`src/rtl/bitload_pkg.sv`:
```
package bitload_pkg;

  typedef enum logic [3:0] {
    ST_IDLE,
    ST_ERASE,     // clear line low, minimum hold
    ST_WAIT_CLR,  // clear line low, wait for status low
    ST_WAIT_RDY,  // clear line released, wait for status high
    ST_FETCH,     // take a byte from the stream
    ST_SETUP,     // byte on bus, clock low
    ST_RISE,      // clock high
    ST_FL_LO,     // completion: clock low, 0xFF
    ST_FL_HI,     // completion: clock high
    ST_TL_LO,     // trailing clocks: low
    ST_TL_HI,     // trailing clocks: high
    ST_OK,
    ST_FAIL
  } ld_state_e;

  function automatic int unsigned umax(input int unsigned a, input int unsigned b);
    return (a > b) ? a : b;
  endfunction

endpackage

```
`src/rtl/bitload_timer.sv`:
```
module bitload_timer #(
  parameter int unsigned W = 8
) (
  input  logic         clk,
  input  logic         rst_n,
  input  logic         load,
  input  logic [W-1:0] load_val,
  input  logic         en,
  output logic         expired
);
  logic [W-1:0] cnt_q;

  always_ff @(posedge clk or negedge rst_n) begin
    if (!rst_n)                      cnt_q <= '0;
    else if (load)                   cnt_q <= load_val;
    else if (en && cnt_q != '0)      cnt_q <= cnt_q - 1'b1;
  end

  assign expired = (cnt_q == '0);


  tmo_no_wrap_chk: assert property (@(posedge clk) disable iff (!rst_n)
    (!load && expired) |=> expired);

endmodule

```
`src/rtl/bitload_pins.sv`:
```
module bitload_pins
  import bitload_pkg::*;
(
  input  logic      clk,
  input  logic      rst_n,
  input  ld_state_e st_nxt,
  input  logic      load_byte,
  input  logic [7:0] byte_in,
  output logic      erase_n,
  output logic      sclk,
  output logic      sel_n,
  output logic      wen_n,
  output logic [7:0] data
);
  logic in_send, in_flush;

  assign in_send  = (st_nxt == ST_FETCH) || (st_nxt == ST_SETUP) || (st_nxt == ST_RISE);
  assign in_flush = (st_nxt == ST_FL_LO) || (st_nxt == ST_FL_HI) ||
                    (st_nxt == ST_TL_LO) || (st_nxt == ST_TL_HI);

  // Pins are registered from the next-state decode so they never glitch.
  always_ff @(posedge clk or negedge rst_n) begin
    if (!rst_n) begin
      erase_n <= 1'b1;
      sclk    <= 1'b0;
      sel_n   <= 1'b1;
      wen_n   <= 1'b1;
      data    <= 8'h00;
    end else begin
      erase_n <= !((st_nxt == ST_ERASE) || (st_nxt == ST_WAIT_CLR));
      sclk    <= (st_nxt == ST_RISE) || (st_nxt == ST_FL_HI) || (st_nxt == ST_TL_HI);
      sel_n   <= !in_send;
      wen_n   <= !in_send;
      if (load_byte)     data <= byte_in;
      else if (in_flush) data <= 8'hFF;
    end
  end


  data_hold_chk: assert property (@(posedge clk) disable iff (!rst_n)
    sclk |-> $stable(data));

endmodule

```
`src/rtl/bitload_ctrl.sv`:
```
module bitload_ctrl
  import bitload_pkg::*;
#(
  parameter int unsigned CNT_W         = 24,
  parameter int unsigned PROG_HOLD_CYC = 40,          // >= 300 ns at 125 MHz
  parameter int unsigned INIT_TMO_CYC  = 62_500_000,  // 500 ms at 125 MHz
  parameter int unsigned BUSY_TMO_CYC  = 625_000,     // 5 ms at 125 MHz
  parameter int unsigned DONE_TMO_CYC  = 25_000_000,  // 200 ms at 125 MHz
  parameter int unsigned DONE_EXTRA    = 8,
  parameter bit          BUSY_CHECK    = 1'b1
) (
  input  logic             clk,
  input  logic             rst_n,
  input  logic             start,
  input  logic [CNT_W-1:0] byte_total,
  input  logic             s_valid,
  input  logic [7:0]       s_data,
  output logic             s_ready,
  output logic             tgt_erase_n,
  output logic             tgt_sclk,
  output logic             tgt_sel_n,
  output logic             tgt_wen_n,
  output logic [7:0]       tgt_data,
  input  logic             tgt_status_n,
  input  logic             tgt_finished,
  input  logic             tgt_stall,
  output logic             stat_active,
  output logic             stat_ok,
  output logic             stat_crc_err,
  output logic             stat_tmo
);
  localparam int unsigned TMO_MAX = umax(umax(PROG_HOLD_CYC, INIT_TMO_CYC),
                                         umax(BUSY_TMO_CYC, DONE_TMO_CYC));
  localparam int unsigned TMO_W   = $clog2(TMO_MAX + 1);
  localparam int unsigned TAIL_W  = $clog2(DONE_EXTRA + 1);

  ld_state_e          state_q, state_nxt;
  logic [CNT_W-1:0]   remain_q;
  logic [TAIL_W-1:0]  tail_q;
  logic               crc_q, tmo_q;
  logic               stall_chk, accept, start_ok, fail_crc, fail_tmo;
  logic               tmr_load, tmr_en, tmr_exp;
  logic [TMO_W-1:0]   tmr_val;

  generate
    if (BUSY_CHECK) begin : g_busy
      assign stall_chk = tgt_stall;
    end else begin : g_nobusy
      assign stall_chk = 1'b0;
    end
  endgenerate

  assign start_ok = start && ((state_q == ST_IDLE) || (state_q == ST_OK) || (state_q == ST_FAIL));
  assign s_ready  = (state_q == ST_FETCH) && tgt_status_n && !tgt_finished &&
                    (remain_q != '0) && !stall_chk;
  assign accept   = s_ready && s_valid;

  always_comb begin
    state_nxt = state_q;
    tmr_load  = 1'b0;
    tmr_val   = '0;
    tmr_en    = 1'b1;
    fail_crc  = 1'b0;
    fail_tmo  = 1'b0;
    unique case (state_q)
      ST_IDLE, ST_OK, ST_FAIL: if (start_ok) begin
        state_nxt = ST_ERASE; tmr_load = 1'b1; tmr_val = TMO_W'(PROG_HOLD_CYC);
      end
      ST_ERASE: if (tmr_exp) begin
        state_nxt = ST_WAIT_CLR; tmr_load = 1'b1; tmr_val = TMO_W'(INIT_TMO_CYC);
      end
      ST_WAIT_CLR: begin
        if (!tgt_status_n) begin
          state_nxt = ST_WAIT_RDY; tmr_load = 1'b1; tmr_val = TMO_W'(INIT_TMO_CYC);
        end else if (tmr_exp) begin
          state_nxt = ST_FAIL; fail_tmo = 1'b1;
        end
      end
      ST_WAIT_RDY: begin
        if (tgt_status_n) begin
          state_nxt = ST_FETCH; tmr_load = 1'b1; tmr_val = TMO_W'(BUSY_TMO_CYC);
        end else if (tmr_exp) begin
          state_nxt = ST_FAIL; fail_tmo = 1'b1;
        end
      end
      ST_FETCH: begin
        tmr_en = stall_chk;
        if (!tgt_status_n) begin
          state_nxt = ST_FAIL; fail_crc = 1'b1;
        end else if (tgt_finished || remain_q == '0) begin
          state_nxt = ST_FL_LO; tmr_load = 1'b1; tmr_val = TMO_W'(DONE_TMO_CYC);
        end else if (stall_chk) begin
          if (tmr_exp) begin
            state_nxt = ST_FAIL; fail_tmo = 1'b1;
          end
        end else if (accept) begin
          state_nxt = ST_SETUP;
        end
      end
      ST_SETUP: begin
        if (!tgt_status_n) begin
          state_nxt = ST_FAIL; fail_crc = 1'b1;
        end else begin
          state_nxt = ST_RISE;
        end
      end
      ST_RISE: begin
        if (!tgt_status_n) begin
          state_nxt = ST_FAIL; fail_crc = 1'b1;
        end else begin
          state_nxt = ST_FETCH; tmr_load = 1'b1; tmr_val = TMO_W'(BUSY_TMO_CYC);
        end
      end
      ST_FL_LO: begin
        if (tgt_finished && tgt_status_n) state_nxt = ST_TL_LO;
        else if (tmr_exp) begin
          state_nxt = ST_FAIL; fail_tmo = 1'b1;
        end else state_nxt = ST_FL_HI;
      end
      ST_FL_HI: state_nxt = ST_FL_LO;
      ST_TL_LO: state_nxt = ST_TL_HI;
      ST_TL_HI: state_nxt = (tail_q == TAIL_W'(DONE_EXTRA - 1)) ? ST_OK : ST_TL_LO;
      default:  state_nxt = ST_IDLE;
    endcase
  end

  always_ff @(posedge clk or negedge rst_n) begin
    if (!rst_n) begin
      state_q  <= ST_IDLE;
      remain_q <= '0;
      tail_q   <= '0;
      crc_q    <= 1'b0;
      tmo_q    <= 1'b0;
    end else begin
      state_q <= state_nxt;
      if (start_ok) begin
        remain_q <= byte_total;
        crc_q    <= 1'b0;
        tmo_q    <= 1'b0;
      end else if (accept) begin
        remain_q <= remain_q - 1'b1;
      end
      if (state_q == ST_FL_LO)      tail_q <= '0;
      else if (state_q == ST_TL_HI) tail_q <= tail_q + 1'b1;
      if (fail_crc) crc_q <= 1'b1;
      if (fail_tmo) tmo_q <= 1'b1;
    end
  end

  bitload_timer #(.W(TMO_W)) u_tmr (
    .clk(clk), .rst_n(rst_n), .load(tmr_load), .load_val(tmr_val),
    .en(tmr_en), .expired(tmr_exp)
  );

  bitload_pins u_pins (
    .clk(clk), .rst_n(rst_n), .st_nxt(state_nxt), .load_byte(accept),
    .byte_in(s_data), .erase_n(tgt_erase_n), .sclk(tgt_sclk),
    .sel_n(tgt_sel_n), .wen_n(tgt_wen_n), .data(tgt_data)
  );

  assign stat_active  = !((state_q == ST_IDLE) || (state_q == ST_OK) || (state_q == ST_FAIL));
  assign stat_ok      = (state_q == ST_OK);
  assign stat_crc_err = crc_q;
  assign stat_tmo     = tmo_q;


  ready_in_send_chk: assert property (@(posedge clk) disable iff (!rst_n)
    s_ready |-> (!tgt_sel_n && !tgt_wen_n && !tgt_sclk));


  erase_quiet_chk: assert property (@(posedge clk) disable iff (!rst_n)
    !tgt_erase_n |-> (tgt_sel_n && !tgt_sclk));


  fail_idle_pins_chk: assert property (@(posedge clk) disable iff (!rst_n)
    (stat_crc_err || stat_tmo) |-> (tgt_erase_n && tgt_sel_n && tgt_wen_n && !tgt_sclk));


  one_outcome_chk: assert property (@(posedge clk) disable iff (!rst_n)
    $onehot0({stat_ok, stat_crc_err, stat_tmo}));


  crc_abort_chk: assert property (@(posedge clk) disable iff (!rst_n)
    (!tgt_sel_n && !tgt_status_n) |=> stat_crc_err);


  ok_after_pulse_chk: assert property (@(posedge clk) disable iff (!rst_n)
    $rose(stat_ok) |-> $past(tgt_sclk));

endmodule

```
`config.mk`:
```
export PLATFORM = sky130hd
export DESIGN_NAME = bitload_ctrl
export DESIGN_NICKNAME = d
export VERILOG_FILES = /design/src/rtl/bitload_pkg.sv /design/src/rtl/bitload_timer.sv /design/src/rtl/bitload_pins.sv /design/src/rtl/bitload_ctrl.sv
export SDC_FILE = /design/constraint.sdc
export NUM_CORES = 1
export LEC_CHECK = 0
export ABC_AREA = 1
export BUFFER_PORTS_ARGS = -buffer_cell sky130_fd_sc_hd__buf_2
export CORE_MARGIN = 4
export CORE_UTILIZATION = 45
export CTS_CLUSTER_DIAMETER = 200
export DETAILED_ROUTE_END_ITERATION = 8
export PLACE_DENSITY = 0.67
export SYNTH_ARGS = -nofsm -noshare
export SYNTH_HDL_FRONTEND = slang
export SYNTH_SLANG_ARGS = --single-unit
```
`constraint.sdc`:
```
create_clock -name clk -period 4.51 [get_ports clk]
set_input_delay 0 -clock clk [delete_from_list [all_inputs] [get_ports clk]]
set_output_delay 0 -clock clk [all_outputs]
set_load 0.01 [all_outputs]
```
==> summary.txt <==
Status: complete, no violations
Net count after synthesis: 701
Instance count along the most critical hold path: 5
Most common library cell in the layout ignoring fill and taps: sky130_fd_sc_hd__nand2_1
Remaining number of nets flagged by the antenna check after routing: 0
Final period utilization: 68.0%
Crit path arrival time: 3.28 ns
Cell at the root of the clock tree: sky130_fd_sc_hd__clkbuf_8
Worst Clk Skew: 0.0132 ns
Row cnt: 37
Finished Core Util: 54.9%
DIE AREA: 12,200 sq um
Placed cells: 837
Crit end category: flip-flop
Critical setup path kind: reg2reg
TritonCTS clock tree: done
Static Leakage: 0.00278 uW
Sequential share of the synthesized area: 37.6%
Fraction of synthesis flops using an asynchronous set or reset pin: 100%
Clock-pin transition on the worst setup and hold timing paths: 0.08 ns
Post-synthesis mux area share: 0%
Proportion of power drawn by the clock network: 16.2%
Worst Hold Path EP: remain_q[10]
Reg2reg start: remain_q[0]
Die height: 111 microns
Final Setup Violations: 0
Wire length of the first global-routing pass: 21,400 microns
GRT Residual Overflow: 0
Synthesized-area fraction occupied by ao, oa, aoi and oai cells: 13.7%
Min-delay src: byte_total[10]
Pwr Density: 641 nW/um^2
Area post-placement: 5100 sq um
Largest buffer count on any clock path: 2
Average wire per cell in the routed design: 13.8 microns
Highest net fanout along the worst path: 29
Max-Cap Viols: 0
Core area: 10,300 sq um
Port buffer count: 55
Total negative slack: 0 ns
Fraction of synthesized cell area in xor and xnor cells: 4.07%
Number of global-route vias before repair: 4,630
Share of power burned in combinational logic: 50.6%
Fraction of layout instances using a drive strength above 1: 18.4%
Via-to-Cell Ratio: 5.18
Worst setup path start: remain_q[0]
Post-synthesis register bit count: 71
Synth Area in Simple Gates: 34.3%
Aggregate routed wire length: 12,300 microns
I/O pins: 56
Worst skew pair latency: 0.36 ns
Number of enable-type register cells in the synthesized netlist: 0
Die span in x: 111 microns
Count of placed standard cells in the final layout, fillers left out: 885
Minimum period implied by the final worst setup slack: 3.07 ns
Net switching power: 1680 uW
Cell-internal power: 1940 uW
Number of antenna violations at the first check in global routing: 0
Average size of a mapped cell: 7.18 sq um
IR Drop Worst-Case VDD: 0.387 mV
Nets: 786
Type of the worst min-delay path: in2reg
Gate count after technology mapping: 659
Tot GR Track Use: 20.8%
R2r endpoint: u_tmr.cnt_q[7]
Number of endpoints with negative hold slack in the final report: 0
Switching Fraction: 46.5%
Largest family of logic cells by synthesized area: simple AND/OR/NAND/NOR gates
Setup repair after global routing missed its margin: no
FF-to-FF setup slack: 1.44 ns
Post-cts repair resize count: 0
Number of antenna diodes: 0
Type of element launching the critical path: flip-flop
Post-route standard cell area excluding fillers: 5640 sq um
Transition time at the pin with the least slew margin: 0.825 ns
Cell area after technology mapping: 4730 sq um
Warning count from the yosys run: 0
Adder-cell area share of the yosys netlist: 0.793%
Detailed placer's ending HPWL: 8660 microns
Number of sinks on the clock net: 71
Sequential Power Share: 33.1%
Most common flop cell mapped by yosys: sky130_fd_sc_hd__dfrtp_1
Total via count in the routed design: 4,586
Drt drc: 0
Most used cells in the layout excluding fill and tap cells: 122 x sky130_fd_sc_hd__nand2_1, 99 x sky130_fd_sc_hd__nor2_1, 84 x sky130_fd_sc_hd__inv_1
Req. time, crit path: 4.72 ns
RePlAce Congestion: 0.934
Area overhead of the layout relative to synthesis: 19.3%
R2R cell count: 15
Clock buffer count from CTS: 9
Final max-slew violation count: 0
Slew headroom: 45.0%
First-pass detailed-route iteration total: 5
Pin count of the biggest net entering global routing: 38
Yosys cell types: 44
Upper clock frequency limit: 326 MHz
Count of H-tree levels built during CTS: 3
Effective utilization at floorplan: 46.0%
Drt first-iter violations: 446
[power by group through the flow]
stage | logic, uW | clock network (uW) | registers (uW)
6_report | 1830 | 587 | 1200
3_5_place_dp | 1800 | 0 | 1200
4_1_cts | 1830 | 601 | 1190
2_1_floorplan | 1410 | 0 | 1160
3_3_place_gp | 1750 | 0 | 1190
5_1_grt | 2100 | 633 | 1240
[sequential cells by signal, summed over array words and instances (netlist names), 4 cells and up]
| signal | count |
|---|---|
| remain_q | 24 |
| state_q | 4 |
| u_pins.data | 8 |
| u_tmr.cnt_q | 26 |
| tail_q | 4 |
[per-layer routing]
| metal | vias up | GRT usage (%) | wire, microns |
|---|---|---|---|
| li1 | 2309 | - | - |
| met1 | 2120 | 27.5 | 5540 |
| met5 | - | 0 | 0 |
| met4 | 0 | 6.08 | 248 |
| met3 | 24 | 4.44 | 678 |
| met2 | 133 | 34.3 | 5790 |
[Yosys cell counts (15+ instances only)]
master / instances / area [sq um]
sky130_fd_sc_hd__dfrtp_1: 69 / 1730
sky130_fd_sc_hd__nor2_1: 99 / 372
sky130_fd_sc_hd__nand3_1: 29 / 145
sky130_fd_sc_hd__nor3_1: 18 / 90.1
sky130_fd_sc_hd__inv_1: 84 / 315
sky130_fd_sc_hd__o21ai_0: 32 / 160
sky130_fd_sc_hd__nand2_2: 15 / 93.8
sky130_fd_sc_hd__a21oi_1: 26 / 130
sky130_fd_sc_hd__nand2_1: 122 / 458
sky130_fd_sc_hd__a31oi_1: 23 / 144
sky130_fd_sc_hd__xor2_1: 20 / 175
sky130_fd_sc_hd__nand4_1: 16 / 100
[per-stage QoR]
stage | setup WS [ns] | hold WS [ns] | power, uW
after CTS | 1.49 | 0.000846 | 3620
after global routing | 1.15 | 0.0373 | 3970
after global placement | 1.64 | 0.130 | 2940
after floorplan | 2.46 | -0.296 | 2570
after detailed placement | 1.50 | 0.148 | 3000
final | 1.44 | 0.00980 | 3620
[worst max path at each step]
stage / to / slack (ns) / depth (start not counted)
6_report: u_tmr.cnt_q[7] / 1.44 / 15
4_1_cts: u_tmr.cnt_q[7] / 1.49 / 15
3_3_place_gp: u_tmr.cnt_q[7] / 1.64 / 15
2_1_floorplan: u_tmr.cnt_q[15] / 2.46 / 15
5_1_grt: u_tmr.cnt_q[23] / 1.15 / 15
3_5_place_dp: u_tmr.cnt_q[7] / 1.50 / 15
[layout make-up]
cell class | instances | area, sq um
clock buffers | 13 | 159
clock inverters | 3 | 65.1
fillers | 1002 | 4630
inverters | 91 | 342
multi-input cells | 480 | 2500
flip-flops and latches | 71 | 1780
well taps | 136 | 170
repair buffers | 91 | 626
[cells by family after synthesis]
kind of cell / count (synthesis)
buffers and inverters: 108
flip-flops: 71
adder cells (fa/ha/maj): 3
XOR/XNOR: 22
AND/OR/NAND/NOR: 344
AO/OA/AOI/OAI: 111
[repair_timing]
item / in CTS / in global routing
endpoints found under the setup margin: 0 / 0
hold buffers: 32 / 0
setup buffers: 0 / 0
endpoints found under the hold margin: 63 / 0
[critical path, cell delays in order (launching register included)]
cell                      delay, ns
sky130_fd_sc_hd__dfrtp_1       0.38
sky130_fd_sc_hd__inv_1         0.09
sky130_fd_sc_hd__ha_1          0.20
sky130_fd_sc_hd__nand3_2       0.12
sky130_fd_sc_hd__nor2_2        0.25
sky130_fd_sc_hd__nand3_1       0.17
sky130_fd_sc_hd__nand2_2       0.15
sky130_fd_sc_hd__nand2_2       0.13
sky130_fd_sc_hd__inv_2         0.09
sky130_fd_sc_hd__nor2_2        0.04
sky130_fd_sc_hd__nand2_2       0.10
sky130_fd_sc_hd__nor2_4        0.11
sky130_fd_sc_hd__nand2_2       0.44
sky130_fd_sc_hd__inv_1         0.24
sky130_fd_sc_hd__nor2_1        0.28
sky130_fd_sc_hd__a22oi_1       0.11
No activity file was read; power rests on OpenSTA's default activity.
